**config.mk**
```make
export PLATFORM = sky130hd
export DESIGN_NAME = log_agc_error
export DESIGN_NICKNAME = d
export VERILOG_FILES = /design/src/rtl/agc_err_pkg.sv /design/src/rtl/agc_float_enc.sv /design/src/rtl/agc_lut.sv /design/src/rtl/agc_scale_sat.sv /design/src/rtl/log_agc_error.sv
export SDC_FILE = /design/constraint.sdc
export NUM_CORES = 1
export LEC_CHECK = 0
export ABC_AREA = 1
export CORE_MARGIN = 2
export CORE_UTILIZATION = 50
export DETAILED_ROUTE_END_ITERATION = 16
export GPL_TIMING_DRIVEN = 1
export PLACE_DENSITY = 0.67
export RECOVER_POWER = 25
export SLEW_MARGIN = 10
export SYNTH_ARGS = -nofsm -noshare
export SYNTH_HDL_FRONTEND = slang
export SYNTH_SLANG_ARGS = --single-unit
```
**constraint.sdc**
```tcl
create_clock -name clk -period 6.2 [get_ports clk]
set_input_delay 1.24 -clock clk [delete_from_list [all_inputs] [get_ports clk]]
set_output_delay 1.24 -clock clk [all_outputs]
set_load 0.03 [all_outputs]
```
**src/rtl/agc_err_pkg.sv**
```systemverilog
package agc_err_pkg;
    localparam int MAG_W  = 9;
    localparam int EXP_W  = 3;
    localparam int MAN_W  = 2;
    localparam int CODE_W = EXP_W + MAN_W;
    localparam int DEPTH  = 1 << CODE_W;
    localparam int WORD_W = 8;
    localparam int GAIN_W = 2;
    localparam int OUT_W  = 11;

    typedef struct packed {
        logic              vld;
        logic [CODE_W-1:0] code;
    } enc_st_t;

    typedef struct packed {
        logic                          vld;
        logic signed [OUT_W-1:0]       val;
    } out_st_t;
endpackage

```
**src/rtl/agc_float_enc.sv**
```systemverilog
module agc_float_enc
    import agc_err_pkg::*;
(
    input  logic              clk,
    input  logic              rst_n,
    input  logic              in_valid,
    input  logic [MAG_W-1:0]  in_mag,
    output logic              out_valid,
    output logic [CODE_W-1:0] out_code
);
    enc_st_t st_d, st_q;

    always_comb begin
        int lead;
        logic found;
        lead  = 0;
        found = 1'b0;
        for (int i = MAN_W; i < MAG_W; i++) begin
            if (in_mag[i]) begin
                lead  = i;
                found = 1'b1;
            end
        end
        st_d = st_q;
        st_d.vld = in_valid;
        if (in_valid) begin
            if (found)
                st_d.code = {EXP_W'(lead - MAN_W + 1), MAN_W'(in_mag >> (lead - MAN_W))};
            else
                st_d.code = {{EXP_W{1'b0}}, in_mag[MAN_W-1:0]};
        end
    end

    always_ff @(posedge clk or negedge rst_n) begin
        if (!rst_n) st_q <= '0;
        else        st_q <= st_d;
    end

    assign out_valid = st_q.vld;
    assign out_code  = st_q.code;

    // Small magnitudes map to a zero exponent
    assert_small_code_R2: assert property (@(posedge clk) disable iff (!rst_n)
        in_valid && ((in_mag >> MAN_W) == 0) |=> out_code == CODE_W'($past(in_mag)));

    // Nonzero exponent e means the highest set bit is e+MAN_W-1
    assert_lead_one_R3: assert property (@(posedge clk) disable iff (!rst_n)
        in_valid && ((in_mag >> MAN_W) != 0) |=>
            (($past(in_mag) >> (int'(out_code[CODE_W-1:MAN_W]) + MAN_W - 1)) == 1));
endmodule

```
**src/rtl/agc_lut.sv**
```systemverilog
module agc_lut
    import agc_err_pkg::*;
(
    input  logic              clk,
    input  logic              rst_n,
    input  logic              wr_en,
    input  logic              wr_sel,
    input  logic [CODE_W-1:0] wr_addr,
    input  logic [WORD_W-1:0] wr_data,
    input  logic [CODE_W-1:0] rd_addr,
    output logic [WORD_W-1:0] rd_word,
    output logic [GAIN_W-1:0] gain
);
    typedef struct packed {
        logic [DEPTH-1:0][WORD_W-1:0] words;
        logic [GAIN_W-1:0]            gain;
    } lut_st_t;

    lut_st_t st_d, st_q;

    always_comb begin
        st_d = st_q;
        if (wr_en && !wr_sel) st_d.words[wr_addr] = wr_data;
        if (wr_en &&  wr_sel) st_d.gain = wr_data[GAIN_W-1:0];
    end

    always_ff @(posedge clk or negedge rst_n) begin
        if (!rst_n) st_q <= '0;
        else        st_q <= st_d;
    end

    assign rd_word = st_q.words[rd_addr];
    assign gain    = st_q.gain;

    assert_write_lands_R4: assert property (@(posedge clk) disable iff (!rst_n)
        wr_en && !wr_sel |=> st_q.words[$past(wr_addr)] == $past(wr_data));

    assert_gain_lands_R5: assert property (@(posedge clk) disable iff (!rst_n)
        wr_en && wr_sel |=> gain == $past(wr_data[GAIN_W-1:0]));
endmodule

```
**src/rtl/agc_scale_sat.sv**
```systemverilog
module agc_scale_sat
    import agc_err_pkg::*;
(
    input  logic                    clk,
    input  logic                    rst_n,
    input  logic                    in_valid,
    input  logic [WORD_W-1:0]       in_word,
    input  logic [GAIN_W-1:0]       in_gain,
    output logic                    out_valid,
    output logic signed [OUT_W-1:0] out_val
);
    localparam int MAX_SH = (1 << GAIN_W);
    localparam int WIDE_W = WORD_W + MAX_SH + 1;
    localparam logic signed [WIDE_W-1:0] POS_RAIL = WIDE_W'((1 << (OUT_W - 1)) - 1);
    localparam logic signed [WIDE_W-1:0] NEG_RAIL = -WIDE_W'(1 << (OUT_W - 1));

    out_st_t st_d, st_q;

    always_comb begin
        logic signed [WIDE_W-1:0] ext;
        logic signed [WIDE_W-1:0] scaled;
        ext    = WIDE_W'($signed(in_word));
        scaled = ext <<< (int'(in_gain) + 1);
        st_d     = st_q;
        st_d.vld = in_valid;
        if (in_valid) begin
            if (scaled > POS_RAIL)      st_d.val = POS_RAIL[OUT_W-1:0];
            else if (scaled < NEG_RAIL) st_d.val = NEG_RAIL[OUT_W-1:0];
            else                        st_d.val = scaled[OUT_W-1:0];
        end
    end

    always_ff @(posedge clk or negedge rst_n) begin
        if (!rst_n) st_q <= '0;
        else        st_q <= st_d;
    end

    assign out_valid = st_q.vld;
    assign out_val   = st_q.val;

    // Zero word stays zero, sign of a nonzero word is kept
    assert_zero_kept_R5: assert property (@(posedge clk) disable iff (!rst_n)
        in_valid |=> ((out_val == 0) == ($past(in_word) == 0)));

    assert_sign_kept_R6: assert property (@(posedge clk) disable iff (!rst_n)
        in_valid |=> (out_val[OUT_W-1] == $past(in_word[WORD_W-1])));

    // Off the rails the result is an even multiple
    assert_even_R6: assert property (@(posedge clk) disable iff (!rst_n)
        out_valid && (out_val != POS_RAIL[OUT_W-1:0]) |-> !out_val[0]);
endmodule

```
**src/rtl/log_agc_error.sv**
```systemverilog
module log_agc_error
    import agc_err_pkg::*;
(
    input  logic        clk,
    input  logic        rst_n,
    input  logic        mag_valid,
    input  logic [8:0]  mag,
    input  logic        host_we,
    input  logic        host_sel,
    input  logic [4:0]  host_addr,
    input  logic [7:0]  host_wdata,
    output logic        err_valid,
    output logic [10:0] err
);
    logic              enc_vld;
    logic [CODE_W-1:0] enc_code;
    logic [WORD_W-1:0] lut_word;
    logic [GAIN_W-1:0] lut_gain;
    logic signed [OUT_W-1:0] sc_val;

    agc_float_enc u_enc (
        .clk(clk), .rst_n(rst_n),
        .in_valid(mag_valid), .in_mag(mag),
        .out_valid(enc_vld), .out_code(enc_code)
    );

    agc_lut u_lut (
        .clk(clk), .rst_n(rst_n),
        .wr_en(host_we), .wr_sel(host_sel),
        .wr_addr(host_addr), .wr_data(host_wdata),
        .rd_addr(enc_code), .rd_word(lut_word), .gain(lut_gain)
    );

    agc_scale_sat u_sc (
        .clk(clk), .rst_n(rst_n),
        .in_valid(enc_vld), .in_word(lut_word), .in_gain(lut_gain),
        .out_valid(err_valid), .out_val(sc_val)
    );

    assign err = sc_val;

    assert_latency_hi_R7: assert property (@(posedge clk) disable iff (!rst_n)
        mag_valid |-> ##2 err_valid);

    assert_latency_lo_R7: assert property (@(posedge clk) disable iff (!rst_n)
        !mag_valid |-> ##2 !err_valid);

    assert_hold_R7: assert property (@(posedge clk) disable iff (!rst_n)
        !err_valid |-> $stable(err));
endmodule

```
# --- After elaboration in Yosys (flattened, before gate mapping) ---
# Index checks and enable logic that the tools add are counted.
word_totals:
  register_bits: 276
  out_inout_bits: 12
  input_bits: 27
classes:
  reduce_logical: 4
  mux: 22
  magnitude_cmp: 5
  n_addsub: 3
  shift: 2
op_table:
  columns: ["operator", "count"]
  rows:
  - ["$bwmux W256", 1]
  - ["$mux W32", 6]
  - ["$bmux W8 S5", 1]
  - ["$demux W8 S5", 1]
  - ["$shr A9 B32 Y2", 1]
  - ["$sub A32 B3 Y32 const B", 1]
  - ["$mux W11", 2]
  - ["$mux W8", 2]
  - ["$gt A13 B11 Y1 const B", 1]
  - ["$lt A13 B11 Y1 const B", 1]
  - ["$sshl A8 B3 Y13", 1]
  - ["$lt A5 B6 Y1 const B", 2]
  - ["$mux W1", 7]
  - ["$ge A5 B1 Y1 const B", 1]
  - ["$mux W5", 1]
  - ["$add A2 B1 Y3 const B", 1]
  - ["$add A3 B2 Y3 const B", 1]
  - ["$logic_and A1 B1 Y1", 3]
  - ["$mux W2", 1]
  - ["$logic_not A1 Y1", 1]

# --- Longest topological paths before layout ---
logic_depth:
  ltp_word: 10
  ltp_mapped: 17
  ltp_nobuf: 16

# --- Modules after synthesis ---
# A second synthesis with hierarchy kept.
hier_totals:
  cells_unflattened: 1716
  area_unflattened_um2: 13310.3
modules_own_cells:
  columns: ["mod", "area_per_inst_um2", "instances", "seq_area_each_um2", "cells_each"]
  rows:
  - ["agc_lut", 11891.4, 1, 6456.2, 1501]
  - ["agc_scale_sat", 828.3, 1, 300.3, 128]
  - ["agc_float_enc", 590.6, 1, 150.1, 87]

# --- Worst setup path before layout ---
# OpenSTA, ideal clock, no wires.
synth_path:
  path_type: "in2reg"
  start: "in mag[5]"
  end: "reg u_enc.st_q, in the netlist u_enc.out_code[1]"
  t_required_ns: 6.123
  arrival_ns: 2.886
  stages: 15
  setup_slack_ns: 3.237
  setup_ns: 0.077
  path_cell_list: "nor2_1 nand2_1 a31oi_1 inv_1 ha_1 ha_1 nor2_1 inv_1 nor2_1 a21oi_1 o21ai_0 nand2_1 nand2_1 nand3_1 a21oi_1"
synth_via:
  elab_chain_len: 7
synth_rtl:
  columns: ["item", "line", "rtl"]
  rows:
  - ["start, declared", "log_agc_error.sv:7", "input logic [8:0] mag,"]
  - ["$mux W32 (4 in a row)", "agc_float_enc.sv:19", "if (in_mag[i]) begin"]
  - ["$sub A32 B3 Y32", "agc_float_enc.sv:28", "st_d.code = {EXP_W'(lead - MAN_W + 1), MAN_W'(in_mag >> (lead - MAN_W))};"]
  - ["$shr A9 B32 Y2", "agc_float_enc.sv:28", null]
  - ["$mux W5 (*)", "agc_float_enc.sv:27", "if (found)"]
  - ["end signal, assigned", "agc_float_enc.sv:36", "else st_q <= st_d;"]
  - ["end, declared", "agc_float_enc.sv:11", "enc_st_t st_d, st_q;"]
# Mark *: on every way between the ends. The rest lies on a longest branch, timed or not.
# A chain may end at the register's enable or synchronous reset.

# --- Worst setup path in the final report ---
layout_path:
  start: "reg u_enc.st_q, in the netlist u_enc.out_code[0]"
  end: "reg u_sc.st_q, in the netlist u_sc.out_val[2]"
layout_via:
  elab_chain_len: 6
layout_rtl:
  columns: ["item", "line", "rtl"]
  rows:
  - ["$bmux W8 S5 (*)", "agc_lut.sv:32", "assign rd_word = st_q.words[rd_addr];"]
  - ["$mux W8 (not written as such) (*)", "agc_lut.sv:32", null]
  - ["$sshl A8 B3 Y13 (*)", "agc_scale_sat.sv:23", "scaled = ext <<< (int'(in_gain) + 1);"]
  - ["$lt A13 B11 Y1", "agc_scale_sat.sv:28", "else if (scaled < NEG_RAIL) st_d.val = NEG_RAIL[OUT_W-1:0];"]
  - ["$mux W11", "agc_scale_sat.sv:28", null]
  - ["$mux W11 (*)", "agc_scale_sat.sv:27", "if (scaled > POS_RAIL) st_d.val = POS_RAIL[OUT_W-1:0];"]
  - ["end signal, assigned", "agc_scale_sat.sv:35", "else st_q <= st_d;"]
  - ["end, declared", "agc_scale_sat.sv:17", "out_st_t st_d, st_q;"]
# Mark *: on every way between the ends. The rest lies on a longest branch, timed or not. The select of a mux whose other input is x is not followed.

==> flow_metrics.tcl <==
set metrics [dict create \
    htreeDepth 1 \
    synth.distinct_cells 23 \
    cts_buffers 30 \
    rr_worst_depth 15 \
    ant_nets 0 \
    viasPerCell 5.54 \
    grt_max_degree 184 \
    power_density_nw_per_um2 337 \
    synth_edf_count 0 \
    syn_to_final_growth_pct 10.1 \
    leakagePower_nw 6.65 \
    io_buffers 38 \
    critPathLaunchType "register" \
    antenna_found_initial 0 \
    violations "max-capacitance violations, max-slew violations" \
    clockBufferDepth 3 \
    crit_top_cell "nand2_1" \
    core_um2 25800 \
    rsz0062_at_grt "no" \
    num_rows 59 \
    syn_nets 1716 \
    n_fill_cell 2514 \
    grt_pass1_wl_mm 56.3 \
    drtPass1Iterations 5 \
    clk_latency_ps 560 \
    fmax_ghz 0.281 \
    worstSetupPathType "register to register" \
    async_reset_ff_share_pct 100 \
    fp.dieW_um 166 \
    yosys.area.top_type "dfrtp_1" \
    clock_sinks 276 \
    min_path_cells 2 \
    slew_viol_final 69 \
    drc_errors 0 \
    via_count 11100 \
    stdcell_count 2005 \
    critPathTopFamily "simple AND/OR/NAND/NOR gates" \
    finalCriticalPeriod_ps 3560 \
    cts_setup_buffers 0 \
    cp.required_ps 6620 \
    avgSynthCellArea_um2 7.74 \
    root_buffer "clkbuf_16" \
    grt_pass1_vias 10400 \
    dpl_cell_area_um2 13500 \
    setup_tns_ps 0 \
    crit_chain "inv_4, buf_12, nand2_1, nand3_1, nand3_1, nand2_1, nand2_1, nand3_1, nand2_1, nand2_1, nand3_1, nand2_1, nor2_2, a21oi_4, a21oi_1" \
    ys_seq_elements 276 \
    holdCritPathClass "register to register" \
    maxSlewHeadroom_pct -27.5 \
    cts_resized 0 \
    hold_viol_final 0 \
    die_area_um2 27400 \
    synthCells 1685 \
    tritoncts "built" \
    place_congestion 0.901 \
    ys_seq_area_share_pct 53.0 \
    drive_above_1_share_pct 3.59 \
    cp_slowest_stage_delay_ps 760 \
    nets 1686 \
    synth_ff_type "dfrtp_1" \
    grt_overflow_total 0 \
    yosys_warnings 0 \
    multi_input_area_um2 5490 \
    grt_usage_pct 26.1 \
    maxCapViolations 2 \
    crit_buf_inv 2 \
    antenna_cells 0 \
    status "finished with violations" \
    pin_count 39 \
    routedWlPerCell_um 17.3 \
    seq_area_um2 6910 \
    path_clk_slew_ps 60 \
    cpMaxStageDelayCell "dfrtp_4" \
    path_depth 15 \
    die_h_um 166 \
    setup_viol 0 \
    cts_hold_buf 0 \
    final_cell_area_um2 14400 \
    critPathArrivalTime_ps 3990 \
    cp_max_fo 72 \
    synth_area_leaders "dfrtp_1 53%, nand2_1 19%, o21ai_0 10%" \
    dp_slack_ps 2440 \
    tightest_slew_ps 1910 \
    skew_ps 15.4 \
    synth_top_area_share_pct 53.0 \
    peakVddDrop_v 0.000228 \
    drt_wl_total_mm 34.7 \
    first_iter_violations 1222 \
    syn_area_um2 13000 \
    timing.final.crit_share_pct 57.4 \
    setup.worst_path.end_class "register" \
    initial_utilization_pct 50.5 \
    dp.cells 1958 \
    dp_hpwl_mm 20.6 \
    fin_ws_ps 2640 \
    postLayoutCoreUtil_pct 55.6 \
]
[registers in the layout, indices dropped and copies added, names as in the netlist]
name and count:
u_enc.out_code 5, u_enc.out_valid 1, u_lut.gain 2, u_lut.st_q 256, u_sc.out_val 11, u_sc.out_valid 1
[through the flow]
step                hold slack, ps  power [W]
CTS                            487    0.00487
global placement               465    0.00319
detailed placement             473    0.00321
finish                         483    0.00484
global route                   504    0.00511
floorplan                      406    0.00289
[cell families after synthesis]
logic type               count (synthesis)  synth area share (%)
flip-flops                             276                  53.0
buffers and inverters                  151                  4.97
adder cells (fa/ha/maj)                  4                 0.384
AND/OR/NAND/NOR                        958                  30.1
XOR/XNOR                                 1                0.0672
AO/OA/AOI/OAI                          295                  11.5
[cells in the mapped netlist (all sizes together), types with 2 or more instances]
library cell	instances
clkbuf	73
a31oi	2
o22ai	2
inv	33
dfrtp	276
buf	42
o21ai	269
a21oi	20
nand3	252
nor2	21
nand2	673
nor3	11
ha	4
clkinv	3
[worst paths after layout]
check,start,end,slack [ps]
setup reg to reg,u_enc.out_code[0],u_sc.out_val[2],2640
min in group asynchronous,rst_n,u_lut.st_q[18],1210
hold / removal,u_lut.st_q[95],u_lut.st_q[95],480
hold reg to reg,u_lut.st_q[95],u_lut.st_q[95],480
setup / recovery,u_enc.out_code[0],u_sc.out_val[2],2640
max in group asynchronous,rst_n,u_lut.st_q[89],2680
[power by group]
part	switching (W)	internal, W	leakage [nW]
logic	0.000646	0.000333	2.56
registers	0.000161	0.00205	3.65
clock network	0.000697	0.000949	0.440
[worst reg2reg max path: cells and delay by family, from the launching register on]
family,cells,cell delay [ps]
flops,1,760
buf+inv,2,1060
compound gates,2,390
simple gates,11,1210
[layout make-up]
class | count | share of cell area (%)
repair buffers | 53 | 3.52
clock inverters | 4 | 0.244
flip-flops and latches | 276 | 48.1
multi-input cells | 1258 | 38.2
inverters | 36 | 0.959
well taps | 335 | 2.92
clock buffers | 43 | 5.99
[cell usage in the layout, fill, tap and decap left out, types with 2 or more instances in the layout]
cell,n
nor2_1,20
clkbuf_16,30
nor3_1,11
a31oi_1,2
ha_1,4
nand3_1,252
clkbuf_8,6
clkinv_2,2
dfrtp_1,274
o21ai_0,269
clkbuf_1,9
clkinv_1,3
buf_4,11
inv_1,31
clkdlybuf4s50_1,36
nand2_1,673
a21oi_1,19
buf_12,2
o22ai_1,2
[layer usage]
metal	share of wire, %	up-vias	global-route usage, %	wire (um)
met5	0	-	0	0
met4	2.5	0	6.97	872
met3	6.6	59	3.82	2290
met2	45	326	40.6	15700
met1	46	5265	38.3	15800
li1	-	5464	-	-
Power figures use the tool's default switching activity.
